**src/rtl/alu_flag_pkg.sv**
```systemverilog
`timescale 1ns/1ps
package alu_flag_pkg;

  // Operation codes: bit 1 selects subtract, bit 0 enables the carry/borrow input.
  typedef enum logic [1:0] {
    OP_ADD  = 2'b00,
    OP_ADDC = 2'b01,
    OP_SUB  = 2'b10,
    OP_SUBB = 2'b11
  } alu_op_e;

  // Status byte bit positions (consumed by neighbouring logic, so fixed).
  localparam int STAT_W      = 8;
  localparam int STAT_CY     = 7;
  localparam int STAT_AC     = 6;
  localparam int STAT_USER   = 5;
  localparam int STAT_BANK_H = 4;
  localparam int STAT_BANK_L = 3;
  localparam int STAT_OV     = 2;
  localparam int STAT_ZERO   = 1;
  localparam int STAT_PAR    = 0;

  typedef struct packed {
    logic cy;
    logic ac;
    logic ov;
    logic par;
    logic neg;
    logic zero;
  } alu_flags_t;

endpackage

```
**src/rtl/alu_seg_add.sv**
```systemverilog
`timescale 1ns/1ps
module alu_seg_add #(
  parameter int SW = 4
) (
  input  logic [SW-1:0] x,
  input  logic [SW-1:0] y,
  input  logic          ci,
  output logic [SW-1:0] s,
  output logic          co
);
  logic [SW:0] wide;
  always_comb begin
    wide = {1'b0, x} + {1'b0, y} + {{SW{1'b0}}, ci};
    s    = wide[SW-1:0];
    co   = wide[SW];
  end
endmodule

```
**src/rtl/alu_addsub_core.sv**
```systemverilog
`timescale 1ns/1ps
module alu_addsub_core
  import alu_flag_pkg::*;
#(
  parameter int W   = 8,
  parameter int AUX = 4
) (
  input  logic [W-1:0] a,
  input  logic [W-1:0] b,
  input  logic         cin,
  input  alu_op_e      op,
  output logic [W-1:0] sum,
  output logic         cy,
  output logic         ac,
  output logic         ov
);
  localparam int HI_W = W - AUX;

  logic         is_sub;
  logic         c_used;
  logic         c_lo_in;
  logic [W-1:0] b_eff;
  logic         co_lo;
  logic         co_hi;

  always_comb begin
    is_sub  = op[1];
    c_used  = op[0] & cin;
    b_eff   = is_sub ? ~b : b;
    // Subtract: A + ~B + 1 - borrow_in, so the injected carry is the inverted borrow.
    c_lo_in = is_sub ? ~c_used : c_used;
  end

  generate
    if (AUX > 0 && AUX < W) begin : g_split
      alu_seg_add #(.SW(AUX)) u_lo (
        .x (a[AUX-1:0]),
        .y (b_eff[AUX-1:0]),
        .ci(c_lo_in),
        .s (sum[AUX-1:0]),
        .co(co_lo)
      );
      alu_seg_add #(.SW(HI_W)) u_hi (
        .x (a[W-1:AUX]),
        .y (b_eff[W-1:AUX]),
        .ci(co_lo),
        .s (sum[W-1:AUX]),
        .co(co_hi)
      );
    end else begin : g_whole
      alu_seg_add #(.SW(W)) u_all (
        .x (a),
        .y (b_eff),
        .ci(c_lo_in),
        .s (sum),
        .co(co_hi)
      );
      assign co_lo = 1'b0;
    end
  endgenerate

  always_comb begin
    cy = is_sub ? ~co_hi : co_hi;
    ac = is_sub ? ~co_lo : co_lo;
    if (is_sub)
      ov = (a[W-1] != b[W-1]) && (sum[W-1] != a[W-1]);
    else
      ov = (a[W-1] == b[W-1]) && (sum[W-1] != a[W-1]);
  end
endmodule

```
**src/rtl/alu_flag_pack.sv**
```systemverilog
`timescale 1ns/1ps
module alu_flag_pack
  import alu_flag_pkg::*;
#(
  parameter int W = 8
) (
  input  logic [W-1:0]      sum,
  input  logic              cy,
  input  logic              ac,
  input  logic              ov,
  input  logic [2:0]        hold,
  output alu_flags_t        flags,
  output logic [STAT_W-1:0] stat
);
  always_comb begin
    flags.cy   = cy;
    flags.ac   = ac;
    flags.ov   = ov;
    flags.par  = ^sum;
    flags.neg  = sum[W-1];
    flags.zero = (sum == '0);

    stat              = '0;
    stat[STAT_CY]     = flags.cy;
    stat[STAT_AC]     = flags.ac;
    stat[STAT_USER]   = hold[2];
    stat[STAT_BANK_H] = hold[1];
    stat[STAT_BANK_L] = hold[0];
    stat[STAT_OV]     = flags.ov;
    stat[STAT_ZERO]   = flags.zero;
    stat[STAT_PAR]    = flags.par;
  end
endmodule

```
**src/rtl/alu_flag_unit.sv**
```systemverilog
`timescale 1ns/1ps
module alu_flag_unit
  import alu_flag_pkg::*;
#(
  parameter int W   = 8,
  parameter int AUX = 4
) (
  input  logic         clk,
  input  logic         rst,
  input  logic [W-1:0] opd_a,
  input  logic [W-1:0] opd_b,
  input  logic         carry_in,
  input  logic [1:0]   op_sel,
  input  logic [2:0]   hold_bits,
  output logic [W-1:0] res_q,
  output logic         cy_q,
  output logic         ac_q,
  output logic         ov_q,
  output logic         par_q,
  output logic         neg_q,
  output logic         zero_q,
  output logic [7:0]   stat_q
);
  logic [W-1:0]      sum_c;
  logic              cy_c;
  logic              ac_c;
  logic              ov_c;
  alu_flags_t        flags_c;
  logic [STAT_W-1:0] stat_c;

  alu_addsub_core #(.W(W), .AUX(AUX)) u_core (
    .a  (opd_a),
    .b  (opd_b),
    .cin(carry_in),
    .op (alu_op_e'(op_sel)),
    .sum(sum_c),
    .cy (cy_c),
    .ac (ac_c),
    .ov (ov_c)
  );

  alu_flag_pack #(.W(W)) u_pack (
    .sum  (sum_c),
    .cy   (cy_c),
    .ac   (ac_c),
    .ov   (ov_c),
    .hold (hold_bits),
    .flags(flags_c),
    .stat (stat_c)
  );

  always_ff @(posedge clk) begin
    if (rst) begin
      res_q  <= '0;
      cy_q   <= 1'b0;
      ac_q   <= 1'b0;
      ov_q   <= 1'b0;
      par_q  <= 1'b0;
      neg_q  <= 1'b0;
      zero_q <= 1'b0;
      stat_q <= '0;
    end else begin
      res_q  <= sum_c;
      cy_q   <= flags_c.cy;
      ac_q   <= flags_c.ac;
      ov_q   <= flags_c.ov;
      par_q  <= flags_c.par;
      neg_q  <= flags_c.neg;
      zero_q <= flags_c.zero;
      stat_q <= stat_c;
    end
  end
endmodule

```
**config.mk**
```make
export PLATFORM = sky130hd
export DESIGN_NAME = alu_flag_unit
export DESIGN_NICKNAME = d
export VERILOG_FILES = /design/src/rtl/alu_flag_pkg.sv /design/src/rtl/alu_seg_add.sv /design/src/rtl/alu_addsub_core.sv /design/src/rtl/alu_flag_pack.sv /design/src/rtl/alu_flag_unit.sv
export SDC_FILE = /design/constraint.sdc
export NUM_CORES = 1
export LEC_CHECK = 0
export BUFFER_PORTS_ARGS = -buffer_cell sky130_fd_sc_hd__buf_2
export CAP_MARGIN = 15
export CORE_MARGIN = 2
export CORE_UTILIZATION = 45
export DETAILED_ROUTE_END_ITERATION = 7
export PLACE_DENSITY_LB_ADDON = 0.08
export SETUP_SLACK_MARGIN = 0.4
export SYNTH_ARGS = -nofsm -noshare
export SYNTH_HDL_FRONTEND = slang
export SYNTH_HIERARCHICAL = 1
export SYNTH_SLANG_ARGS = --single-unit
```
**constraint.sdc**
```tcl
create_clock -name clk -period 9.15 [get_ports clk]
set_clock_uncertainty 0.05 [all_clocks]
set_input_delay 1.83 -clock clk [delete_from_list [all_inputs] [get_ports clk]]
set_output_delay 1.83 -clock clk [all_outputs]
set_load 0.01 [all_outputs]
```
==> reports/results.tsv, run 1 <==
metric	value	unit
largest net degree at the start of global routing	23	
cell mode on critical path	fa_1	
total wire length	1710	um
syn avg cell area	10.5	um2
Yosys cell types	19	
Via Count	787	
num rows	19	
port bufs	45	
Final Util	53.7	%
Final Hold Viols	0	
# setup viols final	0	
HP Class	input pin to flop	
post-CTS setup buffers	0	
DRT Pass-1 Iters	3	
Max H-tree Level	1	
Slew HR	66.5	%
core area	2730	um2
post-CTS sizing	0	
P_leak	0.000781	uW
Post-CTS Hold Fix Bufs	0	
maxcap violations	0	
TritonCTS Sinks	22	
width of the die	57.2	um
Clock Path Buffers	2	
sequential share of the synthesized area	34.5	%
WP buf/inv	4	
gr usage total	11.0	%
setup TNS	0	ns
area leader, netlist	dfxtp_1	
n_diodes	0	
power per cell area	215	nW/um2
detailed placer's ending HPWL	1450	um
Die Footprint	3280	um2
total congestion overflow	0	
Slew Viols, Final	0	
RSZ-0062 raised after global routing	no	
share of the synthesized area in the top cell type	34.5	%
Starting Density	46.6	%
total CTS buffers	3	
Crit path max-delay family	adder cells	
first-pass GRT wire length	2820	um
Crit Path Class	input pin to flop	
Area Overhead vs Synth	15.1	%
Synth Cell Area	1270	um2
DR WL/cell	9.12	um
clock root cell	clkbuf_4	
fill cell count	258	
Crit-path slowest cell	fa_1	
Yosys warning count	6	
dominant cells by area after synthesis	dfxtp_1, nor2b_2, ha_1	
startpoint of the worst hold path	hold_bits[0]	
Worst VDD drop	0.152	mV
CTS tree	done	
Tcrit/Tclk final	53.7	%
number of remaining DRC errors	0	
I/O pin count	46	
syn nets	160	
register bit count reported by yosys	22	
Crit path largest cell delay	0.40	ns
layout cells sized above 1	42.9	%
status	complete, no violations	
fmax	203	MHz
initial drt markers	3	
Die Span Y	57.2	um
placed cell areas	1420	um2
# nets final	195	
critical path cell sequence	buf_2, xor2_1, fa_1, inv_1, fa_1, nor2b_1, o21ai_0, nand2b_1, fa_1, inv_1, fa_1, xnor2_1, inv_1, ha_1, xor2_1, xnor2_1, nor2b_2	
Synth Instances	122	
initial antenna violation count	0	
worst slew pin tran	0.502	ns
vias per cell	4.21	
Post-DRT Antenna Nets	0	
GPL Wtd Cong	0.722	
Req. time, crit path	9.29	ns
fin area	1470	um2
Hold Path Cell Cnt	2	
CP Max Fanout	11	
Period minus WS final	4.92	ns
vias in the first global route	729	
Reg clk slew, reported paths	0.12	ns
arrival time at the worst endpoint	5.06	ns
CP Launch Type	input pin	
Hold Crit Endpoint	stat_q[3]	
crit end category	flop	
==> logic make-up (layout without fill, tap and decap cells) <==
group	after synthesis	count (layout)	synth area share (%)
mux	1	1	0.785
simple gates	30	30	17.9
compound gates	6	6	3.34
buf+inv	31	65	14.4
fa+ha+maj	14	14	16.1
xor+xnor	18	18	13.0
flops	22	22	34.5
==> power breakdown <==
part           switching [uW]  total [uW]  leakage, uW  internal [uW]
clock                    28.8        73.1    0.0000279           44.2
combinational            58.2         128     0.000571           69.3
sequential               3.01         115     0.000183            112
total                    90.0         315     0.000781            225
==> cell usage after synthesis <==
master    number
dfxtp_1       22
nor2b_1        7
o21ai_0        2
and2b_1        2
xnor2_1        7
and4_1         1
xor2_1        10
xor2_2         1
buf_4         12
fa_1           4
ha_1          10
inv_1         16
mux2i_1        1
a21o_1         2
nor2b_2       15
a21oi_2        2
nand2b_1       4
buf_6          3
nand2_1        1
==> cells in the final DEF (no fill, tap or decap), drive strengths merged <==
| cell | count |
|---|---|
| a21o | 2 |
| a21oi | 2 |
| and2b | 2 |
| and4 | 1 |
| buf | 45 |
| bufinv | 1 |
| clkbuf | 3 |
| dfxtp | 22 |
| fa | 4 |
| ha | 10 |
| inv | 16 |
| mux2i | 1 |
| nand2 | 1 |
| nand2b | 4 |
| nor2b | 22 |
| o21ai | 2 |
| xnor2 | 7 |
| xor2 | 11 |
==> through the flow <==
step | hold WS [ns] | power, uW | worst slack [ns] | std cells
3_3_place_gp | 1.99 | 246 | 3.94 | 183
6_report | 1.67 | 315 | 4.23 | 187
5_1_grt | 1.68 | 339 | 3.89 | 187
4_1_cts | 1.66 | 320 | 4.20 | 187
3_5_place_dp | 1.99 | 247 | 3.87 | 183
2_1_floorplan | 1.97 | 240 | 4.12 | 122
==> state kept, by name, indices dropped and copies added, names as in the netlist <==
register / count
res_q: 8
stat_q: 8
ac_q: 1
cy_q: 1
neg_q: 1
ov_q: 1
par_q: 1
zero_q: 1
==> how the worst max path moves through the flow <==
stage	slack, ns	to	depth (start not counted)	startpoint
4_1_cts	4.20	stat_q[0]	17	op_sel[1]
5_1_grt	3.89	stat_q[0]	17	op_sel[1]
2_1_floorplan	4.12	stat_q[0]	18	op_sel[1]
3_5_place_dp	3.87	stat_q[0]	17	op_sel[1]
6_report	4.23	stat_q[0]	17	op_sel[1]
3_3_place_gp	3.94	stat_q[0]	17	op_sel[1]
==> metal layers <==
| metal | track usage [%] | up-vias | routed length (um) |
|---|---|---|---|
| li1 | - | 423 | - |
| met1 | 13.7 | 339 | 782 |
| met2 | 17.7 | 25 | 833 |
| met3 | 1.59 | 0 | 89 |
| met4 | 6.98 | 0 | 0 |
| met5 | 0 | - | 0 |
==> final cells by class <==
| cell class | count | area [um2] | share of cell area (%) |
|---|---|---|---|
| inverter | 16 | 60.1 | 4.09 |
| multi-input combinational | 69 | 651 | 44.3 |
| sequential | 22 | 440 | 30.0 |
| tap | 31 | 38.8 | 2.64 |
| clock buffer | 3 | 22.5 | 1.53 |
| timing repair buffer | 45 | 225 | 15.3 |
| clock inverter | 1 | 30.0 | 2.05 |
Note: power is estimated with default switching activity, not from simulation.
==> run 2, diff against run 1 <==
--- a/config.mk
+++ b/config.mk
@@ -8,7 +8,7 @@
 export BUFFER_PORTS_ARGS = -buffer_cell sky130_fd_sc_hd__buf_2
 export CAP_MARGIN = 15
 export CORE_MARGIN = 2
-export CORE_UTILIZATION = 45
+export CORE_UTILIZATION = 44
 export DETAILED_ROUTE_END_ITERATION = 7
 export PLACE_DENSITY_LB_ADDON = 0.08
 export SETUP_SLACK_MARGIN = 0.4
==> constraint.sdc (replaced) <==
create_clock -name clk -period 4.5 [get_ports clk]
set_clock_uncertainty 0.05 [all_clocks]
set_input_delay 0.9 -clock clk [delete_from_list [all_inputs] [get_ports clk]]
set_output_delay 0.9 -clock clk [all_outputs]
set_load 0.01 [all_outputs]
==> reports/results.tsv, run 2 (synthesized netlist as in run 1, its figures left out) <==
metric	value	unit	change
status	complete, no violations		
post-CTS setup buffers	0		unchanged
register area	440	um2	unchanged
fmax	258	MHz	
total CTS buffers	3		unchanged
CP Max Fanout	6		-5
arrival time at the worst endpoint	4.00	ns	-1.06 ns
TritonCTS Sinks	22		unchanged
number of remaining DRC errors	0		unchanged
Reg clk slew, reported paths	0.10	ns	-0.02 ns
gr usage total	11.3	%	+0.30 points
Worst VDD drop	0.267	mV	+76%
Via Count	806		+2.4%
num rows	19		unchanged
total wire length	1770	um	+3.9%
DRT Pass-1 Iters	4		+1
Final WS setup	0.631	ns	-3.60 ns
port bufs	45		unchanged
worst slew pin tran	0.499	ns	-0.00336 ns
fin area	1470	um2	unchanged
Slew HR	66.8	%	+0.22 points
clock root cell	clkbuf_4		
core area	2760	um2	+0.87%
HP Class	input pin to flop		
RSZ-0062 raised after global routing	no		
first-pass GRT wire length	2900	um	+2.9%
most common cell after layout, fill and taps aside	buf_2		
GPL Wtd Cong	0.689		-4.5%
Period minus WS final	3.87	ns	
Final Hold Viols	0		unchanged
total congestion overflow	0		unchanged
Clock Path Buffers	2		unchanged
Post-CTS Hold Fix Bufs	0		unchanged
initial antenna violation count	0		unchanged
initial drt markers	4		+1
Die Footprint	3340	um2	+2.1%
# setup viols final	0		unchanged
setup TNS	0	ns	unchanged
Die Span Y	57.8	um	+1.0%
placed cell areas	1420	um2	+0.53%
n_diodes	0		unchanged
CP Launch Type	input pin		
crit end category	flop		
Area Overhead vs Synth	15.1	%	unchanged
Tcrit/Tclk final	86.0	%	
CTS tree	done		
pre-CTS WS	0.274	ns	-3.60 ns
footprint of the multi-input gates	673	um2	+3.5%
biggest regs	res_q (8), stat_q (8)		
largest net degree at the start of global routing	23		unchanged
# nets final	196		+0.51%
DR WL/cell	9.48	um	+3.9%
P_leak	0.000785	uW	+0.45%
vias in the first global route	767		+5.2%
maxcap violations	0		unchanged
Starting Density	46.2	%	-0.40 points
Max H-tree Level	1		unchanged
commonest non-fill, non-tap cells in the layout	buf_2, dfxtp_1, inv_1, nor2b_2, ha_1		
layout cells sized above 1	44.9	%	+1.9 points
Slew Viols, Final	0		unchanged
I/O pin count	46		unchanged
total power	582	uW	+85%
width of the die	57.8	um	+1.0%
Crit Path Class	input pin to flop		
detailed placer's ending HPWL	1540	um	+6.3%
fill cell count	284		+10%
hold slack	0.768	ns	-0.907 ns
Req. time, crit path	4.63	ns	-4.66 ns
Post-DRT Antenna Nets	0		unchanged
power per cell area	397	nW/um2	+85%
vias per cell	4.31		+2.4%
==> run 2: cell type report <==
cell class / instances / share of cell area, %
repair buffers: 46 / 15.9
inverters: 16 / 4.09
multi-input cells: 69 / 45.9
clock buffers: 3 / 1.53
well taps: 31 / 2.64
flip-flops and latches: 22 / 30.0
==> run 2: repair_timing <==
action	in CTS	in global routing
endpoints found under the setup margin	0	2
endpoints found under the hold margin	0	0
gates resized for setup	0	3
==> run 2: report_power, final <==
part | total (uW) | internal [uW] | switching (uW)
Sequential | 233 | 227 | 5.99
Clock | 79.2 | 31.1 | 48.2
Combinational | 270 | 146 | 123
==> run 2: path summary, 6_finish.rpt <==
kind / endpoint / startpoint / cells past startpoint
worst max-delay path: par_q / op_sel[1] / 17
worst min-delay path: stat_q[5] / hold_bits[2] / 2
==> run 2: critical path, cell delays in order <==
cell	delay, ns
buf_2	0.16
xor2_2	0.19
fa_1	0.44
inv_1	0.08
fa_1	0.19
nor2b_1	0.05
o21ai_0	0.14
nand2b_1	0.11
fa_1	0.39
inv_1	0.08
fa_1	0.40
inv_1	0.09
inv_1	0.05
ha_1	0.28
xnor2_1	0.14
xnor2_1	0.14
nor2b_2	0.15
==> run 2: stage by stage <==
step / std cells / utilization [%]
after floorplan: 122 / -
after global placement: 184 / 51.6
after detailed placement: 184 / 51.6
after CTS: 187 / 52.4
after global routing: 187 / 53.2
final: 187 / 53.2
==> run 2: metal layers <==
layer	vias to the layer above	global-route usage [%]	share of wire [%]
li1	422	-	-
met1	357	13.7	44
met2	25	18.5	48
met3	2	1.34	5.7
met4	0	7.97	1.5
met5	-	0	0
==> run 3, diff against run 2 <==
--- a/config.mk
+++ b/config.mk
@@ -5,7 +5,7 @@
 export SDC_FILE = /design/constraint.sdc
 export NUM_CORES = 1
 export LEC_CHECK = 0
-export BUFFER_PORTS_ARGS = -buffer_cell sky130_fd_sc_hd__buf_2
+export BUFFER_PORTS_ARGS = -buffer_cell sky130_fd_sc_hd__clkbuf_2
 export CAP_MARGIN = 15
 export CORE_MARGIN = 2
 export CORE_UTILIZATION = 44
==> constraint.sdc (replaced) <==
create_clock -name clk -period 4.5 [get_ports clk]
set_clock_uncertainty 0.05 [all_clocks]
set_input_delay 0.45 -clock clk [delete_from_list [all_inputs] [get_ports clk]]
set_output_delay 0.45 -clock clk [all_outputs]
set_load 0.01 [all_outputs]
==> reports/results.tsv, run 3 (synthesized netlist as in run 1, its figures left out) <==
metric	value	unit	change
Crit Path Class	input pin to flop		
Die Footprint	3340	um2	unchanged
Area Overhead vs Synth	13.3	%	
post-CTS setup buffers	0		unchanged
Starting Density	46.2	%	unchanged
cell mode on critical path	fa_1		
core area	2760	um2	unchanged
initial antenna violation count	0		unchanged
Max H-tree Level	1		unchanged
Crit path largest cell delay	0.45	ns	about the same
vias per cell	4.36		+1.1%
# nets final	196		unchanged
# setup viols final	0		unchanged
clock root cell	clkbuf_4		
most common cell after layout, fill and taps aside	clkbuf_2		
Reg clk slew, reported paths	0.10	ns	about the same
Tcrit/Tclk final	76.4	%	-9.6 points
post-CTS sizing	0		unchanged
post-route insts no fill	187		unchanged
num rows	19		unchanged
status	complete, no violations		
total wire length	1810	um	+2.0%
Final Hold Viols	0		unchanged
Placed Instances	184		unchanged
Clock Path Buffers	2		unchanged
gr usage total	12.5	%	+1.2 points
Hold Crit Endpoint	stat_q[4]		
first-pass GRT wire length	3210	um	+11%
biggest regs	res_q (8), stat_q (8)		
Post-CTS Hold Fix Bufs	0		unchanged
Final Util	52.4	%	-0.82 points
Crit-path slowest cell	fa_1		
fmax	291	MHz	+13%
CTS tree	done		
footprint of the multi-input gates	651	um2	-3.3%
DRT Pass-1 Iters	2		-2
CP Max Fanout	5		-1
DR WL/cell	9.67	um	+2.0%
Worst VDD drop	0.253	mV	-5.2%
largest net degree at the start of global routing	23		unchanged
pre-CTS WS	0.696	ns	+0.423 ns
power per cell area	399	nW/um2	+0.55%
n_diodes	0		unchanged
port bufs	45		unchanged
Post-DRT Antenna Nets	0		unchanged
TritonCTS Sinks	22		unchanged
I/O pin count	46		unchanged
maxcap violations	0		unchanged
layout cells sized above 1	42.9	%	-1.9 points
worst slew pin tran	0.561	ns	+0.0622 ns
P_leak	0.000767	uW	-2.2%
critical path cell sequence	clkbuf_2, xor2_1, fa_1, inv_1, fa_1, nor2b_1, o21ai_0, nand2b_1, fa_1, a21o_1, a21oi_2, xnor2_1, inv_1, ha_1, xor2_1, xnor2_1, nor2b_2		
placed cell areas	1420	um2	unchanged
HP Class	input pin to flop		
vias in the first global route	791		+3.1%
Slew HR	62.6	%	-4.1 points
number of remaining DRC errors	0		unchanged
CP Launch Type	input pin		
Slew Viols, Final	0		unchanged
detailed placer's ending HPWL	1600	um	+3.8%
Period minus WS final	3.44	ns	-0.433 ns
commonest non-fill, non-tap cells in the layout	clkbuf_2, dfxtp_1, inv_1, nor2b_2		
startpoint of the worst hold path	hold_bits[1]		
fill cell count	277		-2.5%
Final WS setup	1.06	ns	+0.433 ns
Die Span Y	57.8	um	unchanged
arrival time at the worst endpoint	3.56	ns	-0.44 ns
Hold Path Cell Cnt	2		unchanged
initial drt markers	3		-1
total congestion overflow	0		unchanged
width of the die	57.8	um	unchanged
register area	440	um2	unchanged
total CTS buffers	3		unchanged
crit end category	flop		
fin area	1450	um2	-1.5%
RSZ-0062 raised after global routing	no		
GPL Wtd Cong	0.762		+11%
setup TNS	0	ns	unchanged
Req. time, crit path	4.62	ns	about the same
Via Count	815		+1.1%
## run 3: changes by cell type in the layout (fill, tap and decap cells not counted)
| cell | delta |
|---|---|
| clkbuf_2 | +45 |
| xnor2_1 | +2 |
| buf_2 | -45 |
| xor2_2 | -1 |
| xor2_1 | +1 |
| xnor2_2 | -2 |
## run 3: per-stage QoR
stage	hold slack, ns	total power, uW
2_1_floorplan	0.590	489
3_3_place_gp	0.608	503
3_5_place_dp	0.618	506
4_1_cts	0.308	589
5_1_grt	0.318	626
6_report	0.319	576
## run 3: where the power goes
group | switching (uW) | internal (uW)
Sequential | 7.29 | 228
Clock | 49.1 | 31.1
Combinational | 120 | 141
## run 3: per-layer routing
metal	GRT usage [%]	wire length, um
met5	0	0
met4	6.98	27
met3	1.79	119
met2	20.9	904
met1	15.2	756
## run 3: area by class of cell
class                      count  share of cell area [%]
clock buffer                   3                    1.56
multi-input combinational     69                    45.0
sequential                    22                    30.5
timing repair buffer          46                    16.1
inverter                      16                    4.16
tap                           31                    2.68
## run 3: how the worst max path moves through the flow
stage / from / endpoint / slack [ns] / cells past startpoint
finish: op_sel[1] / stat_q[0] / 1.06 / 17
global route: op_sel[1] / par_q / 0.84 / 17
CTS: op_sel[1] / stat_q[0] / 1.01 / 17
detailed placement: op_sel[1] / stat_q[0] / 0.70 / 17
global placement: op_sel[1] / stat_q[0] / 0.77 / 17
floorplan: op_sel[1] / stat_q[0] / 0.85 / 18
## run 3: worst max-delay path, delay by kind of cell
| kind | cells | cell delay [ns] |
|---|---|---|
| simple gates | 3 | 0.33 |
| buf+inv | 3 | 0.28 |
| compound gates | 3 | 0.46 |
| fa+ha+maj | 4 | 1.34 |
| xor+xnor | 4 | 0.70 |
